File: config.mk
export PLATFORM = sky130hd
export DESIGN_NAME = sram_tap
export DESIGN_NICKNAME = d
export VERILOG_FILES = /design/src/rtl/sram_tap_pkg.sv /design/src/rtl/sram_tap_fsm.sv /design/src/rtl/sram_tap_ir.sv /design/src/rtl/sram_tap_dr.sv /design/src/rtl/sram_tap.sv
export SDC_FILE = /design/constraint.sdc
export NUM_CORES = 1
export LEC_CHECK = 0
export BUFFER_PORTS_ARGS = -buffer_cell sky130_fd_sc_hd__buf_2
export CORE_MARGIN = 3
export CORE_UTILIZATION = 52
export CTS_CLUSTER_SIZE = 28
export DETAILED_ROUTE_END_ITERATION = 10
export GPL_ROUTABILITY_DRIVEN = 0
export PLACE_DENSITY_LB_ADDON = 0.3
export SYNTH_ARGS = -nofsm -noshare
export SYNTH_HDL_FRONTEND = slang
export SYNTH_SLANG_ARGS = --single-unit
File: constraint.sdc
create_clock -name tck -period 2.65 [get_ports tck]
set_input_delay 0.265 -clock tck [delete_from_list [all_inputs] [get_ports tck]]
set_output_delay 0.265 -clock tck [all_outputs]
set_load 0.05 [all_outputs]
File: src/rtl/sram_tap_pkg.sv
package sram_tap_pkg;

  localparam int IR_W = 3;

  typedef enum logic [3:0] {
    ST_RESET  = 4'h0,
    ST_IDLE   = 4'h1,
    ST_SEL_DR = 4'h2,
    ST_CAP_DR = 4'h3,
    ST_SHF_DR = 4'h4,
    ST_EX1_DR = 4'h5,
    ST_PAU_DR = 4'h6,
    ST_EX2_DR = 4'h7,
    ST_UPD_DR = 4'h8,
    ST_SEL_IR = 4'h9,
    ST_CAP_IR = 4'hA,
    ST_SHF_IR = 4'hB,
    ST_EX1_IR = 4'hC,
    ST_PAU_IR = 4'hD,
    ST_EX2_IR = 4'hE,
    ST_UPD_IR = 4'hF
  } tap_state_e;

  typedef enum logic [1:0] {
    PATH_BYP = 2'd0,
    PATH_ID  = 2'd1,
    PATH_BSR = 2'd2
  } dr_path_e;

  localparam logic [IR_W-1:0] OP_EXTEST  = 3'b000;
  localparam logic [IR_W-1:0] OP_IDCODE  = 3'b001;
  localparam logic [IR_W-1:0] OP_SAMPLEZ = 3'b010;
  localparam logic [IR_W-1:0] OP_SAMPLE  = 3'b100;
  localparam logic [IR_W-1:0] OP_BYPASS  = 3'b111;
  localparam logic [IR_W-1:0] IR_CAPTURE = 3'b001;

endpackage

File: src/rtl/sram_tap_fsm.sv
module sram_tap_fsm
  import sram_tap_pkg::*;
(
  input  logic       tck,
  input  logic       rst_n,
  input  logic       tms,
  output tap_state_e state
);

  tap_state_e state_q, state_d;

  always_comb begin
    state_d = state_q;
    case (state_q)
      ST_RESET:  state_d = tms ? ST_RESET  : ST_IDLE;
      ST_IDLE:   state_d = tms ? ST_SEL_DR : ST_IDLE;
      ST_SEL_DR: state_d = tms ? ST_SEL_IR : ST_CAP_DR;
      ST_CAP_DR: state_d = tms ? ST_EX1_DR : ST_SHF_DR;
      ST_SHF_DR: state_d = tms ? ST_EX1_DR : ST_SHF_DR;
      ST_EX1_DR: state_d = tms ? ST_UPD_DR : ST_PAU_DR;
      ST_PAU_DR: state_d = tms ? ST_EX2_DR : ST_PAU_DR;
      ST_EX2_DR: state_d = tms ? ST_UPD_DR : ST_SHF_DR;
      ST_UPD_DR: state_d = tms ? ST_SEL_DR : ST_IDLE;
      ST_SEL_IR: state_d = tms ? ST_RESET  : ST_CAP_IR;
      ST_CAP_IR: state_d = tms ? ST_EX1_IR : ST_SHF_IR;
      ST_SHF_IR: state_d = tms ? ST_EX1_IR : ST_SHF_IR;
      ST_EX1_IR: state_d = tms ? ST_UPD_IR : ST_PAU_IR;
      ST_PAU_IR: state_d = tms ? ST_EX2_IR : ST_PAU_IR;
      ST_EX2_IR: state_d = tms ? ST_UPD_IR : ST_SHF_IR;
      ST_UPD_IR: state_d = tms ? ST_SEL_DR : ST_IDLE;
      default:   state_d = ST_RESET;
    endcase
  end

  always_ff @(posedge tck or negedge rst_n) begin
    if (!rst_n) state_q <= ST_RESET;
    else        state_q <= state_d;
  end

  assign state = state_q;


  tlr_hold_chk: assert property (@(posedge tck) disable iff (!rst_n)
    (state_q == ST_RESET && tms) |=> (state_q == ST_RESET));


  sel_ir_exit_chk: assert property (@(posedge tck) disable iff (!rst_n)
    (state_q == ST_SEL_IR && tms) |=> (state_q == ST_RESET));

endmodule

File: src/rtl/sram_tap_ir.sv
module sram_tap_ir
  import sram_tap_pkg::*;
(
  input  logic       tck,
  input  logic       rst_n,
  input  tap_state_e state,
  input  logic       tdi,
  output logic       ir_lsb,
  output dr_path_e   path,
  output logic       hiz_force
);

  logic [IR_W-1:0] ir_sh_q, ir_sh_d;
  logic            ir_sh_en;
  logic [IR_W-1:0] instr_q, instr_d;
  logic            instr_en;

  // shift stage, rising edge
  always_comb begin
    ir_sh_en = (state == ST_CAP_IR) || (state == ST_SHF_IR);
    ir_sh_d  = ir_sh_q;
    if (state == ST_CAP_IR)      ir_sh_d = IR_CAPTURE;
    else if (state == ST_SHF_IR) ir_sh_d = {tdi, ir_sh_q[IR_W-1:1]};
  end

  always_ff @(posedge tck or negedge rst_n) begin
    if (!rst_n)        ir_sh_q <= IR_CAPTURE;
    else if (ir_sh_en) ir_sh_q <= ir_sh_d;
  end

  // current instruction, falling edge
  always_comb begin
    instr_en = (state == ST_UPD_IR) || (state == ST_RESET);
    instr_d  = (state == ST_RESET) ? OP_IDCODE : ir_sh_q;
  end

  always_ff @(negedge tck or negedge rst_n) begin
    if (!rst_n)        instr_q <= OP_IDCODE;
    else if (instr_en) instr_q <= instr_d;
  end

  always_comb begin
    path      = PATH_BYP;
    hiz_force = 1'b0;
    case (instr_q)
      OP_EXTEST:  begin path = PATH_BSR; hiz_force = 1'b1; end
      OP_SAMPLEZ: begin path = PATH_BSR; hiz_force = 1'b1; end
      OP_SAMPLE:  path = PATH_BSR;
      OP_IDCODE:  path = PATH_ID;
      default:    path = PATH_BYP;
    endcase
  end

  assign ir_lsb = ir_sh_q[0];


  tlr_idcode_chk: assert property (@(posedge tck) disable iff (!rst_n)
    (state == ST_RESET) |-> (instr_q == OP_IDCODE));


  instr_hold_chk: assert property (@(posedge tck) disable iff (!rst_n)
    (state != ST_UPD_IR && state != ST_RESET) |-> $stable(instr_q));


  hiz_path_chk: assert property (@(posedge tck) disable iff (!rst_n)
    hiz_force |-> (path == PATH_BSR));


  ir_capture_chk: assert property (@(posedge tck) disable iff (!rst_n)
    (state == ST_CAP_IR) |=> (ir_sh_q == IR_CAPTURE));

endmodule

File: src/rtl/sram_tap_dr.sv
module sram_tap_dr
  import sram_tap_pkg::*;
#(
  parameter int          BSR_LEN = 53,
  parameter logic [31:0] ID_WORD = 32'h0000_0001
) (
  input  logic               tck,
  input  logic               rst_n,
  input  tap_state_e         state,
  input  dr_path_e           path,
  input  logic               tdi,
  input  logic [BSR_LEN-1:0] io_ring,
  output logic               dr_lsb
);

  logic [BSR_LEN-1:0] bsr_q, bsr_d;
  logic [31:0]        id_q, id_d;
  logic               byp_q, byp_d;
  logic               cap, shf;
  logic               bsr_en, id_en, byp_en;

  always_comb begin
    cap    = (state == ST_CAP_DR);
    shf    = (state == ST_SHF_DR);
    bsr_en = (path == PATH_BSR) && (cap || shf);
    id_en  = (path == PATH_ID)  && (cap || shf);
    byp_en = (path == PATH_BYP) && (cap || shf);
    bsr_d  = cap ? io_ring : {tdi, bsr_q[BSR_LEN-1:1]};
    id_d   = cap ? ID_WORD : {tdi, id_q[31:1]};
    byp_d  = cap ? 1'b0    : tdi;
  end

  always_ff @(posedge tck or negedge rst_n) begin
    if (!rst_n)      bsr_q <= '0;
    else if (bsr_en) bsr_q <= bsr_d;
  end

  always_ff @(posedge tck or negedge rst_n) begin
    if (!rst_n)     id_q <= ID_WORD;
    else if (id_en) id_q <= id_d;
  end

  always_ff @(posedge tck or negedge rst_n) begin
    if (!rst_n)      byp_q <= 1'b0;
    else if (byp_en) byp_q <= byp_d;
  end

  always_comb begin
    case (path)
      PATH_BSR: dr_lsb = bsr_q[0];
      PATH_ID:  dr_lsb = id_q[0];
      default:  dr_lsb = byp_q;
    endcase
  end


  id_capture_chk: assert property (@(posedge tck) disable iff (!rst_n)
    (cap && path == PATH_ID) |=> (id_q == ID_WORD));


  byp_capture_chk: assert property (@(posedge tck) disable iff (!rst_n)
    (cap && path == PATH_BYP) |=> (byp_q == 1'b0));


  bsr_capture_chk: assert property (@(posedge tck) disable iff (!rst_n)
    (cap && path == PATH_BSR) |=> (bsr_q == $past(io_ring)));

endmodule

File: src/rtl/sram_tap.sv
module sram_tap
  import sram_tap_pkg::*;
#(
  parameter int          BSR_LEN    = 53,
  parameter logic [3:0]  ID_REV     = 4'h1,
  parameter logic [4:0]  ID_DEPTH   = 5'h0A,
  parameter logic [4:0]  ID_WIDTH   = 5'h03,
  parameter logic [5:0]  ID_PART    = 6'h2B
) (
  input  logic               tck,
  input  logic               trst_n,
  input  logic               tms,
  input  logic               tdi,
  input  logic [BSR_LEN-1:0] io_ring,
  output logic               tdo_data,
  output logic               tdo_en,
  output logic               hiz_force
);

  localparam logic [10:0] MAKER_CODE = 11'b00000110100;
  localparam logic [31:0] ID_WORD    =
    {ID_REV, ID_DEPTH, ID_WIDTH, ID_PART, MAKER_CODE, 1'b1};

  logic [1:0] rst_sync_q;
  logic       rst_n;
  tap_state_e state;
  dr_path_e   path;
  logic       ir_lsb, dr_lsb;
  logic       tdo_d, en_d;
  logic       tdo_q, en_q;

  // asynchronous assertion, synchronous release
  always_ff @(posedge tck or negedge trst_n) begin
    if (!trst_n) rst_sync_q <= 2'b00;
    else         rst_sync_q <= {rst_sync_q[0], 1'b1};
  end
  assign rst_n = rst_sync_q[1];

  sram_tap_fsm u_fsm (
    .tck   (tck),
    .rst_n (rst_n),
    .tms   (tms),
    .state (state)
  );

  sram_tap_ir u_ir (
    .tck       (tck),
    .rst_n     (rst_n),
    .state     (state),
    .tdi       (tdi),
    .ir_lsb    (ir_lsb),
    .path      (path),
    .hiz_force (hiz_force)
  );

  sram_tap_dr #(
    .BSR_LEN (BSR_LEN),
    .ID_WORD (ID_WORD)
  ) u_dr (
    .tck     (tck),
    .rst_n   (rst_n),
    .state   (state),
    .path    (path),
    .tdi     (tdi),
    .io_ring (io_ring),
    .dr_lsb  (dr_lsb)
  );

  always_comb begin
    en_d  = (state == ST_SHF_IR) || (state == ST_SHF_DR);
    tdo_d = (state == ST_SHF_IR) ? ir_lsb : dr_lsb;
  end

  always_ff @(negedge tck or negedge rst_n) begin
    if (!rst_n) begin
      tdo_q <= 1'b0;
      en_q  <= 1'b0;
    end else begin
      en_q <= en_d;
      if (en_d) tdo_q <= tdo_d;
    end
  end

  assign tdo_data = tdo_q;
  assign tdo_en   = en_q;


  tdo_en_state_chk: assert property (@(posedge tck) disable iff (!rst_n)
    tdo_en |-> (state == ST_SHF_IR || state == ST_SHF_DR));


  reset_quiet_chk: assert property (@(posedge tck) disable iff (!rst_n)
    (state == ST_RESET) |-> (!hiz_force && !tdo_en));

endmodule

==> impl_metrics.tcl, run 1 <==
set metrics [dict create \
    async_reset_ff_frac 1.000 \
    violations "negative setup slack" \
    grt_pass1_vias 3289 \
    leakage_nw 3.015 \
    synth_most_common_cell "mux2_2" \
    path_clk_slew_ns 0.10 \
    rsz0062_at_grt "yes" \
    regArea_sq_um 2527 \
    portBuffers 59 \
    hp-class "input port to asynchronous set/reset pin" \
    cp-end-kind "flip-flop" \
    synth_ff_type "dfrtp_1" \
    hpwlAfterDp_um 5852 \
    setup_viol 87 \
    die_h_um 103.2 \
    place_area_sq_um 5534 \
    placementRows 34 \
    use_met1 0.2153 \
    skew_ns 0.05545 \
    grt_pass1_wl_um 14860 \
    whs_ns 0.1923 \
    slew_viol_final 0 \
    num-fill-cells 634 \
    multi_input_area_sq_um 2277 \
    dieArea_sq_um 10640 \
    wire_per_inst_um 15.98 \
    grt.busiest_layer "met2" \
    drt_first_pass_iters 4 \
    drc_errors 0 \
    grt_use_total 0.1781 \
    startpoint_type "flip-flop" \
    ant_nets 0 \
    arrival_ns 3.32 \
    grt_overflow 0 \
    fin_ws_ns -0.4234 \
    cts_tree "built" \
    synth_edf_count 0 \
    drt-total-wl_um 9554 \
    drive_above_1_share 0.5673 \
    start_util 0.5496 \
    relSlewSlack 0.3284 \
    clk_path_buf_depth 2 \
    via_count 3196 \
    fp.coreArea_sq_um 8934 \
    htreeDepth 3 \
    antenna_cells 0 \
    status "finished with violations" \
    viasPerCell 5.344 \
    die_w_um 103.2 \
    yosys_warnings 0 \
    ys_top_cells_by_count "mux2_2 (121), dfrtp_1 (81), nand2_1 (25)" \
    cp_max_fo 7 \
    vdd_ir_drop_max_uv 535.3 \
    nets 545 \
    syn_area_sq_um 4910 \
    layout-area-overhead-vs-synth_pct 24.21 \
    finalHoldViolCount 0 \
    path_class "flip-flop to flip-flop" \
    syn_nets 453 \
    antenna_found_initial 0 \
    ys_seq_elements 100 \
    yosys-top-cells-area "dfrtp_1 (41%), mux2_2 (28%), dfstp_2 (8.0%), mux2i_1 (3.3%), dfrtn_1 (2.0%)" \
    syn_area_per_cell_sq_um 12.49 \
    synth_top_area_share 0.4128 \
    ys_seq_area_frac 0.5135 \
    clkLatencyLatePin_ns 0.40 \
    synth_cell_types 45 \
    numCtsBuffers 9 \
    worstPathRequired_ns 2.90 \
    fin_area_sq_um 6098 \
    tightest_slew_ns 1.007 \
    met3_usage 0.04963 \
    yosysTopAreaCell "dfrtp_1" \
    numClockSinks 100 \
    num_io_pins 60 \
    clockRootBuffer "clkbuf_8" \
    cap_violations 0 \
    power_density_nw_per_um2 1048 \
    syn_inst 393 \
    grt_max_degree 83 \
    drtIter0Drc 107 \
    grt_use_met2 0.3167 \
]
## power by group
| group | total, mW | internal (mW) | switching [mW] |
|---|---|---|---|
| sequential | 2.42 | 2.14 | 0.276 |
| clock | 0.931 | 0.383 | 0.548 |
| combinational | 3.04 | 1.77 | 1.27 |
## sequential cells by signal, indices dropped and copies added (netlist names)
register / count
rst_sync_q: 2
tdo_en: 1
tdo_data: 1
u_ir.instr_q: 3
u_dr.id_q: 32
u_dr.bsr_q: 53
u_fsm.state: 4
u_ir.ir_sh_q: 3
u_dr.byp_q: 1
## layout by cell type, fill, tap and decap left out, drive strengths merged, types with 2 or more instances in the layout
cell type	count
dfrtp	81
dfrtn	4
buf	104
a21boi	2
ha	3
a21oi	6
nor3	2
mux2i	16
nor2b	3
dfstp	15
o21ai	8
a221oi	3
a211oi	2
o22ai	3
mux2	123
inv	25
nor3b	2
nand3	2
nor2	21
clkbuf	15
nand2	25
and3b	2
o2bb2ai	2
clkinv	2
## path summary, 6_finish.rpt
kind | depth (start not counted) | end | slack [ns] | startpoint
max | 7 | u_dr.id_q[4] | -0.42 | u_ir.instr_q[0]
min | 2 | rst_sync_q[1] | 0.19 | trst_n
max reg2reg | 7 | u_dr.id_q[4] | -0.42 | u_ir.instr_q[0]
min reg2reg | 1 | u_dr.bsr_q[43] | 0.35 | rst_sync_q[1]
max in group asynchronous | 0 | u_ir.instr_q[0] | 0.99 | rst_sync_q[1]
min in group tck | 3 | u_dr.byp_q | 0.20 | tdi
## cells by family after synthesis
family	Yosys count	share of synthesized area
multiplexers	139	0.3147
flip-flops	100	0.5135
AND/OR/NAND/NOR	68	0.06754
buffers and inverters	51	0.05071
AO/OA/AOI/OAI	30	0.04333
adder cells (fa/ha/maj)	3	0.007646
other	1	0.0007638
XOR/XNOR	1	0.001784
## per-stage QoR
stage | std cells | utilization | setup WS [ns] | TNS, ns | power, mW
global placement | 563 | 0.6195 | -0.3556 | -26.84 | 4.863
global route | 598 | 0.6826 | -0.4780 | -39.02 | 6.810
detailed placement | 563 | 0.6195 | -0.3947 | -29.36 | 4.988
CTS | 581 | 0.6468 | -0.4096 | -29.82 | 5.963
floorplan | 393 | - | -0.3468 | -25.98 | 4.326
finish | 598 | 0.6826 | -0.4234 | -32.96 | 6.389
## critical path, stage by stage, from the launching register on
cell	delay, ns
dfstp_2	0.55
nand2_2	0.08
inv_2	0.05
ha_2	0.16
a21boi_4	0.19
buf_12	0.15
buf_8	0.12
mux2_4	0.30
## layout make-up
type | instances | area share
well taps | 108 | 0.02216
repair buffers | 109 | 0.1453
clock buffers | 11 | 0.02318
multi-input cells | 242 | 0.3734
inverters | 22 | 0.01354
flip-flops and latches | 100 | 0.4144
clock inverters | 6 | 0.008002
## repair_timing
| item | CTS | global route |
|---|---|---|
| pin swaps | 0 | 3 |
| cloned | 0 | 6 |
| hold endpoints to repair | 2 | 0 |
| setup buffers | 1 | 11 |
| endpoints found under the setup margin | 88 | 90 |
| hold buffers | 1 | 0 |
| gates resized for setup | 11 | 22 |
## per-layer routing
metal / wire length, um / vias up
met4: 129 / 0
met3: 407 / 12
met2: 4919 / 55
met5: 0 / -
li1: - / 1545
met1: 4097 / 1584
(Power assumes the default switching activity.)
==> run 2, diff against run 1 <==
--- a/config.mk
+++ b/config.mk
@@ -7,11 +7,12 @@
 export LEC_CHECK = 0
 export BUFFER_PORTS_ARGS = -buffer_cell sky130_fd_sc_hd__buf_2
 export CORE_MARGIN = 3
-export CORE_UTILIZATION = 52
+export CORE_UTILIZATION = 45
 export CTS_CLUSTER_SIZE = 28
 export DETAILED_ROUTE_END_ITERATION = 10
 export GPL_ROUTABILITY_DRIVEN = 0
 export PLACE_DENSITY_LB_ADDON = 0.3
+export REMOVE_ABC_BUFFERS = 1
 export SYNTH_ARGS = -nofsm -noshare
 export SYNTH_HDL_FRONTEND = slang
 export SYNTH_SLANG_ARGS = --single-unit
==> constraint.sdc (replaced) <==
create_clock -name tck -period 3.6 [get_ports tck]
set_input_delay 0.36 -clock tck [delete_from_list [all_inputs] [get_ports tck]]
set_output_delay 0.36 -clock tck [all_outputs]
set_load 0.05 [all_outputs]
==> impl_metrics.tcl, run 2 (synthesized netlist as in run 1, its figures left out) <==
set metrics [dict create \
    skew_ns 0.07144 \
    start_util 0.4693 \
    multi_input_area_sq_um 2247 \
    grt_max_degree 69 \
    total_power_mw 4.454 \
    wire_per_inst_um 15.21 \
    via_count 3121 \
    p_sw_frac 0.3245 \
    clkLatencyLatePin_ns 0.41 \
    antenna_cells 0 \
    fin_area_sq_um 5874 \
    pre_cts_ws_ns 0.03479 \
    grt_pass1_wl_um 14650 \
    drtIter0Drc 143 \
    whs_ns 0.1741 \
    largest_register_ffs 53 \
    nets 526 \
    hpwlAfterDp_um 5790 \
    finalSetupTns_ns -0.01039 \
    drc_errors 0 \
    drive_above_1_share 0.5308 \
    netSwitchingPower_mw 1.445 \
    grt_use_total 0.1445 \
    cp-end-kind "flip-flop" \
    worst_path_max_delay_cell "dfstp_2" \
    cts_tree "built" \
    placementRows 37 \
    status "finished with violations" \
    drt_first_pass_iters 4 \
    tightest_slew_ns 0.8389 \
    startpoint "u_ir.instr_q[0]" \
    power_frac_seq 0.403 \
    setup_viol 2 \
    power_density_nw_per_um2 758.1 \
    antenna_found_initial 0 \
    placedCellCount 577 \
    path_class "flip-flop to flip-flop" \
    die_h_um 110.5 \
    hp-class "flip-flop to asynchronous set/reset pin" \
    clk_path_buf_depth 2 \
    p_int_mw 3.008 \
    violations "negative setup slack" \
    path_clk_slew_ns 0.11 \
    viasPerCell 5.142 \
    r2r_start "u_ir.instr_q[0]" \
    dieArea_sq_um 12200 \
    slew_viol_final 0 \
    numClockSinks 100 \
    regMostFlops "u_dr.bsr_q" \
    worstPathRequired_ns 3.84 \
    clockRootBuffer "clkbuf_8" \
    grt_pass1_vias 3172 \
    startpoint_type "flip-flop" \
    num_io_pins 60 \
    die_w_um 110.5 \
    final_cell_mix "mux2_2 (105), dfrtp_1 (80), buf_2 (59)" \
    cp_max_fo 7 \
    portBuffers 59 \
    relSlewSlack 0.4408 \
    final_util 0.5615 \
    finalHoldViolCount 0 \
    p_clk_frac 0.157 \
    drt-total-wl_um 9235 \
    numCtsBuffers 9 \
    fin_cells 607 \
    r2r_cells 6 \
    final_common_cell "mux2_2" \
    vdd_ir_drop_max_uv 292.8 \
    fin_ws_ns -0.006470 \
    leakage_nw 2.904 \
    htreeDepth 3 \
    rsz0062_at_grt "yes" \
    layout-area-overhead-vs-synth_pct 19.65 \
    fp.coreArea_sq_um 10460 \
    worstPathCellList "nand2_2, inv_2, ha_4, a21boi_4, clkbuf_16, mux2_4" \
    num-fill-cells 940 \
    cpPeakStageDelay_ns 0.55 \
    cap_violations 0 \
    ant_nets 0 \
    regArea_sq_um 2525 \
    grt_overflow 0 \
    arrival_ns 3.85 \
    place_area_sq_um 5391 \
    power_frac_comb 0.440 \
]
run 2: repair_timing:
item / CTS / global route
setup endpoints to repair: 4 / 71
endpoints found under the hold margin: 2 / 0
resized for setup: 0 / 29
hold buffers: 1 / 0
cloned: 0 / 5
pin swaps: 0 / 2
setup buffers: 0 / 8
run 2: final cells by class:
class                   count  share of cell area
clock buffers              12             0.02300
clock inverters             5            0.009372
inverters                  22             0.01406
multi-input cells         242              0.3825
flip-flops and latches    100              0.4298
well taps                 136             0.02897
repair buffers             90              0.1122
run 2: worst max-delay path: cells and delay by family (launching register included):
family	cells	cell delay (ns)
buf+inv	2	0.30
flops	1	0.55
compound gates	1	0.28
simple gates	1	0.09
fa+ha+maj	1	0.12
mux	1	0.30
run 2: path summary, 6_finish.rpt:
kind                              endpoint  slack, ns
min in group tck                u_dr.byp_q       0.26
max                           u_dr.id_q[4]     -0.006
max reg2reg                   u_dr.id_q[4]     -0.006
min                             u_dr.byp_q       0.17
max in group asynchronous  u_ir.instr_q[0]       1.38
min reg2reg                     u_dr.byp_q       0.17
run 2: routing by layer:
layer | global-route usage | share of wire | up-vias | wire (um)
met1 | 0.1855 | 0.46 | 1561 | 4288
met5 | 0 | 0 | - | 0
met3 | 0.04932 | 0.052 | 8 | 484
li1 | - | - | 1500 | -
met4 | 0.04433 | 0.0099 | 0 | 91
met2 | 0.2314 | 0.47 | 52 | 4370
run 2: power by group through the flow:
stage | combinational [mW] | clock (mW) | sequential [mW]
finish | 1.96 | 0.699 | 1.80
global route | 2.15 | 0.772 | 1.85
CTS | 1.64 | 0.725 | 1.78
detailed placement | 1.64 | 0.00348 | 1.80
global placement | 1.58 | 0.00348 | 1.79
floorplan | 1.21 | 0.00348 | 1.83
